--- config.mk ---
export PLATFORM = sky130hd
export DESIGN_NAME = dm_cache
export DESIGN_NICKNAME = d
export VERILOG_FILES = /design/src/rtl/dmc_pkg.sv /design/src/rtl/dmc_tag_store.sv /design/src/rtl/dmc_data_store.sv /design/src/rtl/dmc_ctrl.sv /design/src/rtl/dm_cache.sv
export SDC_FILE = /design/constraint.sdc
export NUM_CORES = 1
export LEC_CHECK = 0
export CAP_MARGIN = 30
export CORE_MARGIN = 3
export CORE_UTILIZATION = 40
export CTS_CLUSTER_SIZE = 8
export DETAILED_ROUTE_END_ITERATION = 6
export DONT_BUFFER_PORTS = 1
export GPL_TIMING_DRIVEN = 0
export SYNTH_ARGS = -nofsm -noshare
export SYNTH_HDL_FRONTEND = slang
export SYNTH_SLANG_ARGS = --single-unit
--- constraint.sdc ---
create_clock -name clk_i -period 11 [get_ports clk_i]
set_input_delay 1.1 -clock clk_i [delete_from_list [all_inputs] [get_ports clk_i]]
set_output_delay 1.1 -clock clk_i [all_outputs]
set_load 0.05 [all_outputs]
--- src/rtl/dmc_pkg.sv ---
package dmc_pkg;
  typedef enum logic [2:0] {
    ST_IDLE,
    ST_EVICT,
    ST_FILL,
    ST_WTSTORE,
    ST_RESUME
  } dmc_state_e;
endpackage

--- src/rtl/dmc_tag_store.sv ---
module dmc_tag_store #(
  parameter int LINES = 4,
  parameter int TAG_W = 2,
  localparam int IDX_W = $clog2(LINES)
) (
  input  logic             clk_i,
  input  logic             rst_ni,
  input  logic [IDX_W-1:0] idx_i,
  output logic             vld_o,
  output logic             dirty_o,
  output logic [TAG_W-1:0] tag_o,
  input  logic             inst_i,
  input  logic [TAG_W-1:0] inst_tag_i,
  input  logic             set_dirty_i
);
  logic [LINES-1:0] vld_q, dirty_q;
  logic [TAG_W-1:0] tag_q [LINES];

  always_ff @(posedge clk_i or negedge rst_ni) begin
    if (!rst_ni) begin
      vld_q   <= '0;
      dirty_q <= '0;
    end else if (inst_i) begin
      vld_q[idx_i]   <= 1'b1;
      dirty_q[idx_i] <= 1'b0;
    end else if (set_dirty_i) begin
      dirty_q[idx_i] <= 1'b1;
    end
  end

  always_ff @(posedge clk_i) begin
    if (inst_i) tag_q[idx_i] <= inst_tag_i;
  end

  assign vld_o   = vld_q[idx_i];
  assign dirty_o = dirty_q[idx_i];
  assign tag_o   = tag_q[idx_i];
endmodule

--- src/rtl/dmc_data_store.sv ---
module dmc_data_store #(
  parameter int LINES      = 4,
  parameter int LINE_WORDS = 4,
  localparam int IDX_W = $clog2(LINES),
  localparam int OFS_W = $clog2(LINE_WORDS)
) (
  input  logic             clk_i,
  input  logic [IDX_W-1:0] idx_i,
  input  logic [OFS_W-1:0] rd_ofs_i,
  output logic [31:0]      rd_data_o,
  input  logic [OFS_W-1:0] ev_ofs_i,
  output logic [31:0]      ev_data_o,
  input  logic             we_i,
  input  logic [OFS_W-1:0] wr_ofs_i,
  input  logic [31:0]      wr_data_i
);
  logic [31:0] mem_q [LINES*LINE_WORDS];

  always_ff @(posedge clk_i) begin
    if (we_i) mem_q[{idx_i, wr_ofs_i}] <= wr_data_i;
  end

  assign rd_data_o = mem_q[{idx_i, rd_ofs_i}];
  assign ev_data_o = mem_q[{idx_i, ev_ofs_i}];
endmodule

--- src/rtl/dmc_ctrl.sv ---
module dmc_ctrl
  import dmc_pkg::*;
#(
  parameter int LINE_WORDS = 4,
  parameter bit WRITE_BACK = 1'b1,
  localparam int OFS_W = $clog2(LINE_WORDS)
) (
  input  logic             clk_i,
  input  logic             rst_ni,
  input  logic             req_i,
  input  logic             we_i,
  input  logic             hit_i,
  input  logic             vld_i,
  input  logic             dirty_i,
  input  logic             mem_ready_i,
  output dmc_state_e       state_o,
  output logic [OFS_W-1:0] cnt_o,
  output logic             complete_o,
  output logic             stall_o,
  output logic             fill_we_o,
  output logic             inst_o,
  output logic             mem_req_o,
  output logic             mem_we_o
);
  dmc_state_e state_q, state_d;
  logic [OFS_W-1:0] cnt_q;
  logic last;

  assign last = (cnt_q == OFS_W'(LINE_WORDS - 1));

  always_comb begin
    complete_o = (state_q == ST_RESUME) ||
                 (state_q == ST_IDLE && req_i && hit_i && (!we_i || WRITE_BACK));
    stall_o    = req_i && !complete_o;
    mem_req_o  = (state_q == ST_EVICT) || (state_q == ST_FILL) || (state_q == ST_WTSTORE);
    mem_we_o   = (state_q == ST_EVICT) || (state_q == ST_WTSTORE);
    fill_we_o  = (state_q == ST_FILL) && mem_ready_i;
    inst_o     = fill_we_o && last;
    state_d    = state_q;
    unique case (state_q)
      ST_IDLE:
        if (stall_o) begin
          if (!WRITE_BACK && we_i)              state_d = ST_WTSTORE;
          else if (WRITE_BACK && vld_i && dirty_i) state_d = ST_EVICT;
          else                                  state_d = ST_FILL;
        end
      ST_EVICT:   if (mem_ready_i && last) state_d = ST_FILL;
      ST_FILL:    if (mem_ready_i && last) state_d = ST_RESUME;
      ST_WTSTORE: if (mem_ready_i)         state_d = ST_RESUME;
      ST_RESUME:                           state_d = ST_IDLE;
      default:                             state_d = ST_IDLE;
    endcase
  end

  always_ff @(posedge clk_i or negedge rst_ni) begin
    if (!rst_ni) begin
      state_q <= ST_IDLE;
      cnt_q   <= '0;
    end else begin
      state_q <= state_d;
      if ((state_q == ST_EVICT || state_q == ST_FILL) && mem_ready_i)
        cnt_q <= last ? '0 : cnt_q + 1'b1;
    end
  end

  assign state_o = state_q;
  assign cnt_o   = cnt_q;
endmodule

--- src/rtl/dm_cache.sv ---
module dm_cache
  import dmc_pkg::*;
#(
  parameter int ADDR_W     = 32,
  parameter int LINE_WORDS = 4,
  parameter int LINES      = 4,
  parameter bit WRITE_BACK = 1'b1,
  localparam int OFS_W   = $clog2(LINE_WORDS),
  localparam int IDX_W   = $clog2(LINES),
  localparam int TAG_W   = ADDR_W - 2 - OFS_W - IDX_W,
  localparam int MADDR_W = ADDR_W - 2
) (
  input  logic               clk_i,
  input  logic               rst_ni,
  input  logic               cpu_req_i,
  input  logic               cpu_we_i,
  input  logic [ADDR_W-1:0]  cpu_addr_i,
  input  logic [31:0]        cpu_wdata_i,
  output logic [31:0]        cpu_rdata_o,
  output logic               cpu_stall_o,
  output logic               mem_req_o,
  output logic               mem_we_o,
  output logic [MADDR_W-1:0] mem_addr_o,
  output logic [31:0]        mem_wdata_o,
  input  logic [31:0]        mem_rdata_i,
  input  logic               mem_ready_i
);
  logic [OFS_W-1:0] ofs, cnt;
  logic [IDX_W-1:0] idx;
  logic [TAG_W-1:0] tag, line_tag;
  logic [1:0]       unused_byte;
  logic vld, dirty, hit, complete, fill_we, inst, word_we, set_dirty;
  logic [31:0] ev_data;
  dmc_state_e state;

  assign unused_byte = cpu_addr_i[1:0];
  assign ofs = cpu_addr_i[2 +: OFS_W];
  assign idx = cpu_addr_i[2+OFS_W +: IDX_W];
  assign tag = cpu_addr_i[ADDR_W-1 -: TAG_W];
  assign hit = vld && (line_tag == tag);

  // a store lands only when the access completes against a matching line
  assign word_we   = fill_we || (complete && cpu_req_i && cpu_we_i && hit);
  assign set_dirty = WRITE_BACK && complete && cpu_req_i && cpu_we_i && hit;

  dmc_ctrl #(.LINE_WORDS(LINE_WORDS), .WRITE_BACK(WRITE_BACK)) i_ctrl (
    .clk_i, .rst_ni,
    .req_i(cpu_req_i), .we_i(cpu_we_i), .hit_i(hit), .vld_i(vld), .dirty_i(dirty),
    .mem_ready_i,
    .state_o(state), .cnt_o(cnt), .complete_o(complete), .stall_o(cpu_stall_o),
    .fill_we_o(fill_we), .inst_o(inst), .mem_req_o, .mem_we_o
  );

  dmc_tag_store #(.LINES(LINES), .TAG_W(TAG_W)) i_tags (
    .clk_i, .rst_ni, .idx_i(idx),
    .vld_o(vld), .dirty_o(dirty), .tag_o(line_tag),
    .inst_i(inst), .inst_tag_i(tag), .set_dirty_i(set_dirty)
  );

  dmc_data_store #(.LINES(LINES), .LINE_WORDS(LINE_WORDS)) i_data (
    .clk_i, .idx_i(idx),
    .rd_ofs_i(ofs), .rd_data_o(cpu_rdata_o),
    .ev_ofs_i(cnt), .ev_data_o(ev_data),
    .we_i(word_we), .wr_ofs_i(fill_we ? cnt : ofs),
    .wr_data_i(fill_we ? mem_rdata_i : cpu_wdata_i)
  );

  always_comb begin
    unique case (state)
      ST_EVICT: mem_addr_o = {line_tag, idx, cnt};
      ST_FILL:  mem_addr_o = {tag, idx, cnt};
      default:  mem_addr_o = cpu_addr_i[ADDR_W-1:2];
    endcase
    mem_wdata_o = (state == ST_EVICT) ? ev_data : cpu_wdata_i;
  end
endmodule

==> metrics, run 1 <==
Crit Path Max Fanout=10; fraction of layout cells with a size suffix above 1=35.5%; Post-Synth Simple-Gate Area=3.64%; synthesis-to-finish area growth=18.3%; vias per inst=6.18; LEAKAGE=10.9 nW; distinct cell type count after synthesis=50; top cells by area, synth=edfxtp_1, mux4_2, nand2_1; Synth Instances=1471; Mean Syn Cell Area=19.9 µm²; Top cell by count, worst path=buf_6; largest net degree at the start of global routing=28; final period utilization=50.6%; Die Wd=276 µm; # setup viols final=0; Setup CP Type=in2out; GRT Total Usage=22.4%; Placer Congestion=0.875; I/O Buffers=0; Yosys top cell area share=63.3%; Critical Path Sink Type=primary output; fillers=5824; die area=76400 µm²; RSZ-0062 raised after global routing=false; final cell count without fillers=2624; post-synthesis compound-gate area fraction=1.48%; critical path launch point type=primary input; Core Area=72000 µm²; sequential cell area=18800 µm²; total of max-cap violations=0; Slew @ Worst Pin=1.08 ns; vias in the first global route=17211; Primary FF master, synth=edfxtp_1; slowest cell delay on critical path=0.82 ns; DR WL/cell=32.6 µm; Mapped Area=29200 µm²; post-DP HPWL=59300 µm; drt total wl=85600 µm; DR pass1 iterations=6; DRC=0; Worst slew margin=27.4%; post-synthesis async set-or-reset flop share=2.07%; Die Span Y=276 µm; Post-synth EDFFs=616; clk slew on worst S/H paths=0.05 ns; YS warnings=0; Initial Utilization=40.6%; Root Buffer=clkbuf_16; Fmax=180 MHz; area share of fa/ha/maj cells after synthesis=0.0770%; total grt overflow=0; Seq/Total Area, Yosys=64.4%; Hold Vio Cnt, Final=0; Post-Synth XOR/XNOR Area=0.629%; Antenna Violating Nets Remaining=0; Power Density=221 nW/µm²; CTS buffer count=88; cell area after layout=34600 µm²; pre-CTS WS=4.89 ns; status=finished, final reports clean; Final WS setup=5.44 ns; mux share of post-synthesis cell area=28.2%; Site Rows=98; IO Pins=198; multi-input combinational cell area=10200 µm²; Placement Cell Area=32000 µm²; Required @ worst endpoint=9.90 ns; Yosys reg bits=629; Critical Path AT=4.46 ns; Clock Skew=0.0500 ns; post-CTS setup buffers=0; slowest CP cell=buf_1; CTS tree=yes; CTS Buffer Depth=3; Resized Gates After CTS=0; clock latency on the worst-skew pair=0.65 ns; Slew Limit Fails=0; initial antenna violation count=3; total clock sinks=629; via count=16219; worst vdd ir=0.104 mV; largest family of logic cells by synthesized area=multiplexers; Synth Net Count=1573; dominant cell type by area after synthesis=edfxtp_1; DR iter-0 viols=1756; hold buffer count at CTS=0; CP Cell Sequence=buf_6, buf_6, buf_6, clkbuf_1, clkbuf_1, buf_1, mux4_2; first-pass GRT wire length=123000 µm; nets@finish=1743; Inst Count DP=2494; Worst Hold Class=in2async; Setup Total Neg Slack=0 ns; htree depth=3; minimum clock period=5.56 ns; Hold Slack=0.160 ns
## cell families (layout without fill, tap and decap cells)
kind of cell	count (synthesis)	count (layout)
DFF	629	629
xor gates and xnor gates	21	21
buffers and inverters	111	310
and+or+nand+nor	243	243
muxes	395	395
AOI/OAI and AO/OA	70	70
adders and majority gates	2	2
other	0	4
## area by class of cell
cell class	instances	share of cell area [%]
diodes	4	0.0289
plain buffers	105	1.28
clock buffers	113	6.73
clock inverters	6	0.373
inverters	6	0.0651
multi-input cells	731	29.4
flip-flops and latches	629	54.4
well taps	950	3.44
repair buffers	80	4.26
## worst paths after layout
path / slack, ns / endpoint / start / cells after the start
setup / recovery: 5.44 / cpu_rdata_o[31] / cpu_addr_i[4] / 7
hold / removal: 0.16 / i_tags.vld_q[2] / rst_ni / 0
setup reg to reg: 6.81 / i_data.mem_q[6][10] / i_tags.tag_q[1][18] / 7
hold reg to reg: 0.47 / i_tags.vld_q[0] / i_tags.vld_q[0] / 1
max in group asynchronous: 10.75 / i_ctrl.cnt_o[0] / rst_ni / 0
min in group clk_i: 0.47 / i_tags.vld_q[0] / i_tags.vld_q[0] / 1
## registers in the layout (all words and copies together), names as in the netlist, named ones only
signal and count:
i_data.mem_q 512, i_tags.tag_q 104, i_tags.vld_q 4, i_ctrl.state_o 3
i_ctrl.cnt_o 2
## cell usage in the layout, fill, tap and decap left out, types with 4 or more instances in the layout
master,count
a21oi_1,8
a21oi_4,16
buf_1,28
buf_12,7
buf_16,26
buf_2,4
buf_4,13
buf_6,10
buf_8,32
clkbuf_1,88
clkbuf_16,89
dfrtp_1,13
diode_2,4
edfxtp_1,616
inv_1,6
mux2_2,40
mux2i_1,17
mux4_1,4
mux4_2,334
nand2_1,174
nand2b_1,7
nand3_1,6
nand4_1,5
nand4b_1,4
nor2_1,17
nor2_4,4
nor3_1,4
o211ai_1,6
o21ai_0,11
o21ai_1,9
or2_2,5
xnor2_1,21
## cell usage after synthesis (all sizes together) (3+ instances only)
cell type	n
nand3	6
nor3b	3
o211ai	6
nand4	5
mux2	40
buf	40
nor2	21
mux2i	17
or2	5
edfxtp	616
nand2b	7
clkbuf	65
xnor2	21
o21ai	20
nor3	4
dfrtp	13
nand4b	4
inv	6
a21oi	24
a22oi	3
o31ai	3
nor2b	4
mux4	338
nand2	174
nand3b	3
## power breakdown
group | switching [W] | leakage [nW] | total, W | internal (W)
Sequential | 0.0000379 | 5.71 | 0.00289 | 0.00285
Combinational | 0.00140 | 4.02 | 0.00228 | 0.000881
Clock | 0.000986 | 1.18 | 0.00245 | 0.00147
## worst max-delay path: cells and delay by family
| kind | cells | cell delay (ns) |
|---|---|---|
| buf+inv | 6 | 2.69 |
| mux | 1 | 0.64 |
## through the flow
step / util, % / power, W
CTS: 47.9 / 0.00768
finish: 48.0 / 0.00763
floorplan: - / 0.00447
detailed placement: 44.5 / 0.00522
global placement: 42.3 / 0.00506
global route: 48.0 / 0.00790
## per-layer routing
metal | share of wire (%) | global-route usage [%] | vias to the layer above | wire (µm)
li1 | - | - | 6578 | -
met1 | 38 | 29.2 | 8692 | 32700
met2 | 50 | 36.7 | 807 | 42700
met3 | 9.4 | 6.24 | 140 | 8040
met4 | 2.6 | 6.68 | 2 | 2230
met5 | 0.015 | 0 | - | 13
Power figures use the tool's default switching activity.
==> run 2: changes to the inputs <==
==> constraint.sdc (replaced) <==
create_clock -name clk_i -period 4.8 [get_ports clk_i]
set_input_delay 0.48 -clock clk_i [delete_from_list [all_inputs] [get_ports clk_i]]
set_output_delay 0.48 -clock clk_i [all_outputs]
set_load 0.05 [all_outputs]
==> run 2 against run 1 <==
  * Via count up 1.5%
  * First-iteration DRC count up 2.6%
  * Hold slack worse by 0.10 ns
  * Sequential power up 130%
  * Design area up 0.85%
  * Largest cell class unchanged
==> metrics, run 2 (synthesis results as in run 1) <==
status=finished, final reports clean (unchanged); Worst Hold Class=in2reg (was in2async); RSZ-0062 raised after global routing=false (unchanged); Largest regs=i_data.mem_q: 512 flops, i_tags.tag_q: 104 flops, i_tags.vld_q: 4 flops (unchanged); Largest Register=i_data.mem_q (unchanged); Worst Path Buf+Inv=4 (was 6); via count=16469 (was 16219); total clock sinks=629 (unchanged); post-DP HPWL=59300 µm (unchanged); Required @ worst endpoint=4.32 ns (was 9.90 ns); most common cell after layout, fill and taps aside=edfxtp_1 (unchanged); DR iter-0 viols=1802 (was 1756); hold path startpoint=mem_ready_i; clock latency on the worst-skew pair=0.65 ns (about the same); die area=76400 µm² (unchanged); Setup Total Neg Slack=0 ns (unchanged); total of max-cap violations=0 (unchanged); Fmax=219 MHz; IO Pins=198 (unchanged); Worst slew margin=27.8% (was 27.4%); CP top delay family=buffers and inverters (unchanged); first-pass GRT wire length=124000 µm (was 123000 µm); Hold Path Sink=i_ctrl.state_o[0]; Initial Utilization=40.6% (unchanged); Power Density=503 nW/µm² (was 221 nW/µm²); initial antenna violation count=3 (unchanged); clk slew on worst S/H paths=0.05 ns (about the same); DR WL/cell=32.6 µm (about the same); # setup viols final=0 (unchanged); Worst R2R Start=i_tags.tag_q[1][18] (unchanged); cell area after layout=34900 µm² (was 34600 µm²); final period utilization=95.2%; vias in the first global route=17373 (was 17211); total grt overflow=0 (unchanged); Placement Cell Area=32000 µm² (unchanged); Worst R2R End=i_data.mem_q[13][11] (was i_data.mem_q[6][10]); Critical Path AT=4.09 ns (was 4.46 ns); nets@finish=1771 (was 1743); DR pass1 iterations=5 (was 6); fraction of layout cells with a size suffix above 1=35.3% (was 35.5%); fillers=5801 (was 5824); worst vdd ir=0.238 mV (was 0.104 mV); Critical Path Sink Type=primary output (unchanged); Hold Slack=0.0598 ns (was 0.160 ns); Crit Path Max Fanout=10 (unchanged); critical path launch point type=flop (was primary input); largest net degree at the start of global routing=28 (unchanged); Antenna Violating Nets Remaining=0 (unchanged); minimum clock period=4.57 ns; Die Wd=276 µm (unchanged); LEAKAGE=11.1 nW (was 10.9 nW); DRC=0 (unchanged); Clock Skew=0.0490 ns (was 0.0500 ns); slowest cell delay on critical path=0.52 ns (was 0.82 ns); GRT Total Usage=22.6% (was 22.4%); Final WS setup=0.231 ns (was 5.44 ns); max FFs per register=512 (unchanged); CTS tree=yes (unchanged); Placer Congestion=0.875 (unchanged); Slew Limit Fails=0 (unchanged); drt total wl=86400 µm (was 85600 µm); slowest CP cell=mux4_2 (was buf_1); Site Rows=98 (unchanged); Root Buffer=clkbuf_16 (unchanged); synthesis-to-finish area growth=19.3% (was 18.3%); Slew @ Worst Pin=1.08 ns (about the same); CTS buffer count=88 (unchanged); Core Area=72000 µm² (unchanged); depth of the worst register-to-register path=7 (unchanged); CTS Buffer Depth=3 (unchanged); Hold Path Stages=3; htree depth=3 (unchanged); vias per inst=6.21 (was 6.18); Setup CP Type=reg2out (was in2out); most frequent cells in the layout=edfxtp_1, mux4_2, nand2_1 (unchanged); flop2flop setup slack=0.61 ns (was 6.81 ns); Die Span Y=276 µm (unchanged); pre-CTS WS=-0.689 ns (was 4.89 ns); I/O Buffers=0 (unchanged); Hold Vio Cnt, Final=0 (unchanged); CP Cell Sequence=clkbuf_1, buf_2, buf_1, buf_8, mux4_2, mux4_2, nand2_1, nand2_1 (was buf_6, buf_6, buf_6, clkbuf_1, clkbuf_1, buf_1, mux4_2)
run 2: cell types whose count changed in the layout (fill, tap and decap cells not counted):
cell             previous run  this run
dlygate4sd3_1               0        27
buf_8                      32        31
clkbuf_2                    0         5
buf_12                      7         8
buf_1                      28        26
buf_4                      13        14
clkdlybuf4s15_1             0         1
clkbuf_1                   88        84
run 2: worst max-delay path by stage:
stage | from | end | cells after the start
after floorplan | cpu_addr_i[5] | i_data.mem_q[10][0] | 9
after global routing | i_ctrl.cnt_o[0] | mem_wdata_o[26] | 8
final | i_ctrl.cnt_o[0] | mem_wdata_o[26] | 8
after CTS | cpu_addr_i[4] | i_data.mem_q[10][0] | 11
after detailed placement | cpu_addr_i[4] | i_data.mem_q[6][10] | 11
after global placement | cpu_addr_i[4] | i_data.mem_q[4][12] | 10
run 2: worst min-delay path: stages:
cell and delay (ns):
o21ai_0 0.05, nand2_1 0.05, o21ai_0 0.07
run 2: repair_timing:
action / CTS / global route
resized for setup: 2 / 6
setup endpoints to repair: 18 / 12
buffers inserted: 2 / 0
pin swaps: 1 / 0
endpoints found under the hold margin: 117 / 0
hold buffers: 27 / 0
run 2: cell type report:
class | instances | area, µm² | area share [%]
clock inverter | 6 | 129 | 0.370
inverter | 6 | 22.5 | 0.0646
sequential | 629 | 18800 | 54.0
antenna | 4 | 10.0 | 0.0287
timing repair buffer | 108 | 1760 | 5.03
tap | 950 | 1190 | 3.41
clock buffer | 113 | 2330 | 6.67
multi-input combinational | 731 | 10200 | 29.1
buffer | 105 | 455 | 1.31
run 2: per-layer routing:
metal	vias to the layer above	GRT usage [%]	share of wire (%)	routed length (µm)
li1	6638	-	-	-
met1	8884	29.6	38	33000
met2	814	37.1	50	43100
met3	133	6.13	9.3	8020
met4	0	6.74	2.7	2320
met5	-	0	0	0
run 2: power breakdown:
part / switching [W] / total (W) / internal [W]
clock: 0.00227 / 0.00563 / 0.00336
sequential: 0.0000879 / 0.00663 / 0.00654
combinational: 0.00324 / 0.00527 / 0.00204
total: 0.00559 / 0.0175 / 0.0119
run 2: metrics by stage:
step           utilization [%]  total power [W]  instances
2_1_floorplan                -           0.0103       1471
3_5_place_dp              44.5           0.0120       2494
5_1_grt                   48.4           0.0181       2651
6_report                  48.5           0.0175       2652
4_1_cts                   48.3           0.0176       2642
3_3_place_gp              42.3           0.0116       2421
